## src/rtl/acc_regop_pkg.sv

```systemverilog
// Package: shared widths and action-bit positions for the register-operation unit.
// Assumes: instruction word = class field on top, action field below.
package acc_regop_pkg;
    localparam int WORD_W = 16;   // accumulator and instruction width
    localparam int ACT_W  = 12;   // action field width
    localparam int CLS_W  = WORD_W - ACT_W;

    // Action-bit positions within the action field (order defines priority).
    localparam int A_HALT   = 0;
    localparam int A_SKZE   = 1;
    localparam int A_SKZACC = 2;
    localparam int A_SKNEG  = 3;
    localparam int A_SKPOS  = 4;
    localparam int A_INC    = 5;
    localparam int A_ROTL   = 6;
    localparam int A_ROTR   = 7;
    localparam int A_INVE   = 8;
    localparam int A_INVACC = 9;
    localparam int A_CLRE   = 10;
    localparam int A_CLRACC = 11;

    // Class code marking a register-operation word.
    localparam logic [CLS_W-1:0] CLS_REGOP = {1'b0, {(CLS_W-1){1'b1}}};
endpackage

```

## src/rtl/acc_regop_decode.sv

```systemverilog
// Module: class check plus lowest-bit-wins priority select of one action.
// Assumes: sel is all-zero for foreign words or an empty action field.
module acc_regop_decode
    import acc_regop_pkg::*;
#(
    parameter int W  = WORD_W,
    parameter int AW = ACT_W
) (
    input  logic [W-1:0]  word,
    output logic          is_regop,
    output logic [AW-1:0] sel
);
    localparam int CW = W - AW;

    // Class detection on the upper field.
    always_comb begin
        is_regop = (word[W-1:AW] == CLS_REGOP[CW-1:0]);
    end

    // Priority: an action bit acts only if no lower bit is set.
    always_comb begin
        logic seen;
        seen = 1'b0;
        sel  = '0;
        for (int i = 0; i < AW; i++) begin
            sel[i] = is_regop & word[i] & ~seen;
            seen   = seen | word[i];
        end
    end
endmodule

```

## src/rtl/acc_regop_alu.sv

```systemverilog
// Module: computes the next accumulator and extend flag from a one-hot action.
// Assumes: sel is one-hot or zero; zero means pass-through.
module acc_regop_alu
    import acc_regop_pkg::*;
#(
    parameter int W  = WORD_W,
    parameter int AW = ACT_W
) (
    input  logic [AW-1:0] sel,
    input  logic [W-1:0]  acc,
    input  logic          ext,
    output logic [W-1:0]  acc_nx,
    output logic          ext_nx
);
    // Next-state selection over the {ext, acc} ring.
    always_comb begin
        acc_nx = acc;
        ext_nx = ext;
        if (sel[A_CLRACC]) acc_nx = '0;
        if (sel[A_CLRE])   ext_nx = 1'b0;
        if (sel[A_INVACC]) acc_nx = ~acc;
        if (sel[A_INVE])   ext_nx = ~ext;
        if (sel[A_ROTR]) begin
            acc_nx = {ext, acc[W-1:1]};
            ext_nx = acc[0];
        end
        if (sel[A_ROTL]) begin
            acc_nx = {acc[W-2:0], ext};
            ext_nx = acc[W-1];
        end
        if (sel[A_INC])    acc_nx = acc + {{(W-1){1'b0}}, 1'b1};
    end
endmodule

```

## src/rtl/acc_regop_skip.sv

```systemverilog
// Module: evaluates the conditional-skip actions against current state.
// Assumes: sel is one-hot or zero; at most one condition is tested.
module acc_regop_skip
    import acc_regop_pkg::*;
#(
    parameter int W  = WORD_W,
    parameter int AW = ACT_W
) (
    input  logic [AW-1:0] sel,
    input  logic [W-1:0]  acc,
    input  logic          ext,
    output logic          hit
);
    logic [3:0] cond;

    // Condition vector in the same order as the skip action bits.
    always_comb begin
        cond[0] = ~ext;
        cond[1] = (acc == '0);
        cond[2] = acc[W-1];
        cond[3] = ~acc[W-1];
    end

    // Hit when the selected skip action's condition is true.
    always_comb begin
        hit = |(sel[A_SKPOS:A_SKZE] & cond);
    end
endmodule

```

## src/rtl/acc_regop_unit.sv

```systemverilog
// Module: register-operation execution unit with registered results.
// Assumes: exec is a one-cycle strobe; results appear one edge later.
module acc_regop_unit
    import acc_regop_pkg::*;
#(
    parameter int W  = WORD_W,
    parameter int AW = ACT_W
) (
    input  logic         clk,
    input  logic         rst_n,
    input  logic         exec,
    input  logic [W-1:0] instr,
    input  logic [W-1:0] acc_in,
    input  logic         ext_in,
    output logic [W-1:0] acc_out,
    output logic         ext_out,
    output logic         skip_req,
    output logic         halted
);
    localparam int CW = W - AW;

    logic          is_regop;
    logic [AW-1:0] sel;
    logic [W-1:0]  acc_nx;
    logic          ext_nx;
    logic          skip_hit;

    acc_regop_decode #(.W(W), .AW(AW)) u_dec (
        .word(instr), .is_regop(is_regop), .sel(sel)
    );

    acc_regop_alu #(.W(W), .AW(AW)) u_alu (
        .sel(sel), .acc(acc_in), .ext(ext_in), .acc_nx(acc_nx), .ext_nx(ext_nx)
    );

    acc_regop_skip #(.W(W), .AW(AW)) u_skp (
        .sel(sel), .acc(acc_in), .ext(ext_in), .hit(skip_hit)
    );

    // Result, skip pulse and sticky halt registers.
    always_ff @(posedge clk) begin
        if (!rst_n) begin
            acc_out  <= '0;
            ext_out  <= 1'b0;
            skip_req <= 1'b0;
            halted   <= 1'b0;
        end else if (exec && !halted) begin
            acc_out  <= acc_nx;
            ext_out  <= ext_nx;
            skip_req <= skip_hit;
            if (sel[A_HALT]) halted <= 1'b1;
        end else begin
            skip_req <= 1'b0;
        end
    end

    // Foreign class leaves state untouched and requests nothing.
    assert_foreign_pass_R2: assert property (@(posedge clk) disable iff (!rst_n)
        (exec && !halted && instr[W-1:AW] != CLS_REGOP[CW-1:0]) |=>
        (acc_out == $past(acc_in) && ext_out == $past(ext_in) && !skip_req && !halted));

    // Pure clear of accumulator.
    assert_clear_acc_R3: assert property (@(posedge clk) disable iff (!rst_n)
        (exec && !halted && instr == {CLS_REGOP[CW-1:0], AW'(1 << A_CLRACC)}) |=>
        (acc_out == '0 && ext_out == $past(ext_in)));

    // Pure increment wraps and keeps extend.
    assert_inc_wrap_R7: assert property (@(posedge clk) disable iff (!rst_n)
        (exec && !halted && instr == {CLS_REGOP[CW-1:0], AW'(1 << A_INC)}) |=>
        (acc_out == W'($past(acc_in) + 1'b1) && ext_out == $past(ext_in)));

    // Skip pulse only follows a strobe.
    assert_skip_pulse_R8: assert property (@(posedge clk) disable iff (!rst_n)
        skip_req |-> $past(exec));

    // Halt is sticky.
    assert_halt_sticky_R9: assert property (@(posedge clk) disable iff (!rst_n)
        halted |=> halted);

    // Halted state freezes results and suppresses skips.
    assert_halt_freeze_R9: assert property (@(posedge clk) disable iff (!rst_n)
        halted |=> ($stable(acc_out) && $stable(ext_out) && !skip_req));

    // Idle cycles hold results.
    assert_idle_hold_R11: assert property (@(posedge clk) disable iff (!rst_n)
        !exec |=> ($stable(acc_out) && $stable(ext_out) && !skip_req));
endmodule

```

## config.mk

```make
export PLATFORM = sky130hd
export DESIGN_NAME = acc_regop_unit
export DESIGN_NICKNAME = d
export VERILOG_FILES = /design/src/rtl/acc_regop_pkg.sv /design/src/rtl/acc_regop_decode.sv /design/src/rtl/acc_regop_alu.sv /design/src/rtl/acc_regop_skip.sv /design/src/rtl/acc_regop_unit.sv
export SDC_FILE = /design/constraint.sdc
export NUM_CORES = 1
export LEC_CHECK = 0
export CAP_MARGIN = 0
export CELL_PAD_IN_SITES_DETAIL_PLACEMENT = 1
export CELL_PAD_IN_SITES_GLOBAL_PLACEMENT = 2
export CORE_MARGIN = 8
export CORE_UTILIZATION = 26
export CTS_BUF_LIST = sky130_fd_sc_hd__clkbuf_4 sky130_fd_sc_hd__clkbuf_8
export DETAILED_ROUTE_END_ITERATION = 10
export HOLD_SLACK_MARGIN = 0.15
export PLACE_DENSITY = 0.93
export SLEW_MARGIN = 20
export SYNTH_ARGS = -nofsm -noshare
export SYNTH_HDL_FRONTEND = slang
export SYNTH_SLANG_ARGS = --single-unit
export TNS_END_PERCENT = 1
```

## constraint.sdc

```tcl
create_clock -name clk -period 2.8 [get_ports clk]
set_clock_uncertainty 0.15 [all_clocks]
set_input_delay 0.56 -clock clk [delete_from_list [all_inputs] [get_ports clk]]
set_output_delay 0.56 -clock clk [all_outputs]
set_load 0.02 [all_outputs]
```

==> Word level (Yosys, flattened, before mapping) <==
Cells that the tools add are included.
{ "op_classes": {"n_addsub": 1, "eq_ne": 1, "muxes": 9, "bitwise_logic": 48, "n_reduce_logical": 6} }
{ "op_table": {"columns": ["cell", "n"], "rows": [
  ["2-to-1 mux 16 bit", 5],
  ["AND 1 bit", 23],
  ["adder 16 x 1 -> 16 bit, second input constant", 1],
  ["zero test 16 bit", 1],
  ["inverter 16 bit", 1],
  ["inverter 1 bit", 13],
  ["bitwise OR 1 bit", 10],
  ["AND 4 bit", 1],
  ["== test 4 x 3 -> 1 bit, second input constant", 1],
  ["2-to-1 mux 1 bit", 4],
  ["AND reduction 2 bit", 2],
  ["OR reduction 4 bit", 1],
  ["logical AND 1 bit", 1],
  ["zero test 1 bit", 1]
]} }
{ "word_totals": {"regBits": 19, "elab_cells": 69} }

==> Longest topological paths before layout <==
{ "depth": {"word_depth": 17, "ltp_mapped": 8, "depth_no_buf": 6} }

==> By module <==
From an unflattened synthesis, not the netlist that was laid out.
{ "unflattened": {"cells_unflattened": 280, "hier_area_um2": 2154.6} }
{ "modules_own_cells": {"columns": ["module", "n_inst", "cells_per_inst", "area_each_um2", "seq_area_each_um2"], "rows": [
  ["acc_regop_alu", 1, 162, 1106.1, 0.0],
  ["acc_regop_unit", 1, 80, 760.7, 380.4],
  ["acc_regop_decode", 1, 28, 201.4, 0.0],
  ["acc_regop_skip", 1, 10, 86.3, 0.0]
]} }

==> Worst setup path after synthesis <==
OpenSTA, ideal clock, no wires.
{ "synth_path": {"path_type": "input-to-reg", "from": "input instr[1]", "to": "register acc_out[14]", "setup_ns": 0.122, "arrival_time_ns": 2.116, "path_slack_ns": 0.413, "path_stages": 6, "n_path_buf": 1, "cell_sequence": "or3_1 > or4_1 > buf_2 > o221a_1 > o21a_1 > a221o_1"} }
{ "synth_via": {"elab_chain_len": 17} }
{ "synth_lines": {"columns": ["item", "line", "rtl"], "rows": [
  ["start, declared", "acc_regop_unit.sv:12", "input logic [W-1:0] instr,"],
  ["bitwise OR 1 bit (*) (4 in a row)", "acc_regop_decode.sv:27", "seen = seen | word[i];"],
  ["bitwise OR 1 bit (6 in a row)", "acc_regop_decode.sv:27", null],
  ["inverter 1 bit", "acc_regop_decode.sv:26", "sel[i] = is_regop & word[i] & ~seen;"],
  ["AND 1 bit", "acc_regop_decode.sv:26", null],
  ["2-to-1 mux 16 bit", "acc_regop_alu.sv:19", "if (sel[A_CLRACC]) acc_nx = '0;"],
  ["2-to-1 mux 16 bit", "acc_regop_alu.sv:21", "if (sel[A_INVACC]) acc_nx = ~acc;"],
  ["2-to-1 mux 16 bit", "acc_regop_alu.sv:23", "if (sel[A_ROTR]) begin"],
  ["2-to-1 mux 16 bit", "acc_regop_alu.sv:27", "if (sel[A_ROTL]) begin"],
  ["2-to-1 mux 16 bit (*)", "acc_regop_alu.sv:31", "if (sel[A_INC]) acc_nx = acc + {{(W-1){1'b0}}, 1'b1};"],
  ["end signal, assigned", "acc_regop_unit.sv:48", "acc_out <= acc_nx;"],
  ["end, declared", "acc_regop_unit.sv:15", "output logic [W-1:0] acc_out,"]
]} }
Every way passes the cells marked *; elsewhere a longest branch is shown, timed or not.
A chain may end at the register's enable or synchronous reset.

==> Worst setup path in the final report <==
{ "layout_path": {"from": "input instr[3]", "to": "register acc_out[14]"} }
{ "layout_via": {"elab_chain_len": 15} }
{ "layout_lines": {"columns": ["item", "line"], "rows": [
  ["bitwise OR 1 bit (*) (2 in a row)", "acc_regop_decode.sv:27"],
  ["bitwise OR 1 bit (6 in a row)", "acc_regop_decode.sv:27"],
  ["inverter 1 bit", "acc_regop_decode.sv:26"],
  ["AND 1 bit", "acc_regop_decode.sv:26"],
  ["2-to-1 mux 16 bit", "acc_regop_alu.sv:19"],
  ["2-to-1 mux 16 bit", "acc_regop_alu.sv:21"],
  ["2-to-1 mux 16 bit", "acc_regop_alu.sv:23"],
  ["2-to-1 mux 16 bit", "acc_regop_alu.sv:27"],
  ["2-to-1 mux 16 bit (*)", "acc_regop_alu.sv:31"]
]} }
Marked as above.

==> flow_summary_export.csv <==
group,metric,value,unit
floorplanning,floorplan.initialDensity,26.3,%
layout,area_delta_synth_final,52.2,%
min_path,hold_class,"flip-flop to flip-flop",
sta,layout_min_cycle_time,2.65,ns
pwr,p_leak,1.03,nW
sta,final_max_slew_viol_count,0,
sta,finalSetupViolCount,0,
layout,drive_above_1_share,15.5,%
sta,slew-limit-headroom,42.4,%
job,cap_viol_max_count,0,
clocking,hold_buffers,0,
layout,final_area,2840,um^2
setup_path,rr_worst_depth,5,
sta,hold_violations,0,
sta,setup_tns,0,ns
drt,drt-pass1-iter-count,5,
clocking,cts_tree,"done",
yosys,async_flop_share,0,%
yosys,synthDistinctLibCells,47,
clocking,cts_made_buffers,3,
pwr,p_int,0.000558,W
grt,first_global_vias,2849,
yosys,syn_nets,311,
placement,gp_congestion,1.02,
floorplanning,core.rowCount,31,
setup_path,path_buf_inv,2,
setup_path,crit_chain,"clkdlybuf4s50_1 -> or4_1 -> or4_1 -> buf_4 -> o22ai_1 -> o21a_1 -> a221o_1",
setup_path,cpMostUsedCell,"or4_1",
floorplanning,core_area,7100,um^2
sta,max_freq,378,MHz
clocking,cts_resized,0,
sta,tightest_slew,0.861,ns
drt,vias,2601,
drt,vias_per_cell,5.81,
grt,antenna_found_initial,0,
setup_path,cp_slowest_stage_delay,0.57,ns
grt,grt-ovfl-total,0,
drt,wl_per_cell,20.1,um
setup_path,critPathRequiredTime,2.86,ns
setup_path,worst_setup_path_end_kind,"flip-flop",
layout,n_antenna_cell,0,
setup_path,cp.depth,7,
setup_path,path_class,"input port to flip-flop",
clocking,htreeDepth,1,
pwr,netSwitchingFraction,34.1,%
clocking,insertion_delay,0.26,ns
floorplanning,design.die.area,10100,um^2
pwr,ir_drop,146,uV
pwr,clkPwrFrac,25.7,%
yosys,yosys_warnings,0,
setup_path,crit_family,"simple AND/OR/NAND/NOR gates",
drt,drt-initial-drc-count,279,
sta,holdWs,0.339,ns
grt,grt_pass1_wl,14400,um
clocking,cts.sinks,19,
sta,rsz0062_at_grt,"false",
drt,wl,8990,um
run_status,status,"complete, no violations",
yosys,synth-edff-count,0,
layout,fillers,872,
layout,nets,388,
setup_path,cp.arrival,2.71,ns
min_path,hold_path_depth,2,
pwr,p_per_area,298,nW/um^2
setup_path,cp-start-kind,"input port",
pwr,seqPwrFrac,35.4,%
placement,io_buffers,54,
layout,regArea,380,um^2
yosys,synth_area,1860,um^2
setup_path,crit_fanout,11,
yosys,synth_seq_cells,19,
grt,grt_max_degree,23,
grt,grt.total_usage,18.0,%
sta,fin_crit_sh,94.6,%
clocking,clockBufferDepth,2,
floorplanning,die_h,101,um
placement,placed_cell_area,2790,um^2
pwr,combPwrFrac,38.8,%
setup_path,slowest_stage,"or4_1",
layout,multi_input_area,1340,um^2
clocking,clk_pin_slew,0.08,ns
placement,dp_hpwl,6980,um
pwr,p_switching,0.000289,W
yosys,seq_area_frac_synth,20.4,%
drt,ant_nets,0,
clocking,cts_root_buf,"clkbuf_8",
floorplanning,die_w,101,um
yosys,syn_area_per_cell,6.83,um^2
clocking,post_cts_buffers,0,
floorplanning,boundaryPins,55,
yosys,yosys_most_used_dff,"dfxtp_1",
drt,drcViolationCount,0,
yosys,netlist_instances,273,
setup_path,r2r_slack,1.06,ns
power by group through the flow:
stage	clock (W)	combinational, W	sequential, W
6_report	0.000218	0.000329	0.000300
5_1_grt	0.000233	0.000352	0.000302
4_1_cts	0.000219	0.000326	0.000300
3_5_place_dp	0	0.000324	0.000306
3_3_place_gp	0	0.000318	0.000305
2_1_floorplan	0	0.000124	0.000325
area by class of cell:
type / instances / share of cell area [%]
Tap cell: 99 / 4.37
Multi-Input combinational cell: 218 / 47.4
Clock buffer: 4 / 1.72
Inverter: 8 / 1.06
Timing Repair Buffer: 100 / 32.1
Sequential cell: 19 / 13.4
flip-flops by register name, summed over array words and instances (netlist names):
| signal | cells |
|---|---|
| acc_out | 16 |
| skip_req | 1 |
| ext_out | 1 |
| halted | 1 |
metrics by stage:
| stage | std cells | total power, W | utilization, % | setup slack, ns |
|---|---|---|---|---|
| 2_1_floorplan | 273 | 0.000449 | - | 0.413 |
| 3_3_place_gp | 444 | 0.000623 | 39.3 | 0.000581 |
| 3_5_place_dp | 444 | 0.000630 | 39.3 | -0.0573 |
| 4_1_cts | 448 | 0.000846 | 40.0 | 0.194 |
| 5_1_grt | 448 | 0.000888 | 40.0 | 0.0539 |
| 6_report | 448 | 0.000847 | 40.0 | 0.152 |
worst paths after layout:
check | start | endpoint
worst min-delay path | acc_out[1]$_SDFFE_PN0P_ | acc_out[1]$_SDFFE_PN0P_
worst max register to register | halted$_SDFFE_PN0P_ | acc_out[9]$_SDFFE_PN0P_
worst min register to register | acc_out[1]$_SDFFE_PN0P_ | acc_out[1]$_SDFFE_PN0P_
worst max-delay path | instr[3] | acc_out[14]$_SDFFE_PN0P_
synthesized netlist by cell type, types with 3 or more instances:
cell	n	share of area, %
nor2_1	15	3.0
nor4_1	6	2.0
and4_1	3	1.4
clkbuf_1	23	4.6
a211oi_1	7	2.8
nand3_1	12	3.2
a221oi_1	4	1.9
or4_1	3	1.2
a22oi_1	3	1.2
nor3_1	11	3.0
nand2b_1	3	1.0
o21ai_0	26	7.0
nand2_1	17	3.4
a21oi_1	27	7.2
a211o_1	3	1.4
dfxtp_1	19	20
xnor2_1	6	2.8
xor2_1	6	2.8
buf_2	4	1.1
nor2b_1	4	1.3
a31oi_1	3	1.0
or3_1	3	1.0
o22ai_1	14	4.7
nand4_1	7	2.3
o221ai_1	6	2.8
inv_1	8	1.6
placed cells by master, fill, tap and decap left out, types with 2 or more instances in the layout:
cell / instances
nand3_1: 12
o221ai_1: 6
a211oi_1: 7
o21a_1: 2
and4_1: 3
o22ai_1: 14
nor3b_1: 2
xor2_1: 6
a221o_1: 2
nand2_1: 17
or2_2: 2
or3_1: 3
buf_4: 44
a31oi_1: 3
clkbuf_8: 3
a22oi_1: 3
o211ai_1: 2
or4_1: 3
nor4b_1: 2
ha_1: 2
nor2_1: 15
nand2b_1: 3
buf_12: 2
a41oi_1: 2
a221oi_1: 4
o21ai_0: 26
clkdlybuf4s50_1: 54
a21boi_0: 2
nor4_1: 6
a211o_1: 3
a21oi_1: 27
xnor2_1: 6
nor2b_1: 4
dfxtp_1: 19
nor3_1: 11
nand4_1: 7
inv_1: 8
worst min-delay path, stage by stage, from the launching register on:
cell and delay (ns):
dfxtp_1 0.33, nand2_1 0.05, o21ai_0 0.06
cell families after synthesis:
logic type	after synthesis	share of synthesized area [%]
compound gates	110	37.9
xor+xnor	12	5.64
fa+ha+maj	2	1.34
buf+inv	36	7.52
flops	19	20.4
simple gates	94	27.2
metal layers:
layer  GRT usage [%]  vias up  routed length [um]
met3            3.38       20                 658
met2            30.7      108                4350
met4            7.79        0                 213
met1            21.4     1276                3770
met5               0        -                   0
li1                -     1197                   -
Power figures use the tool's default switching activity.
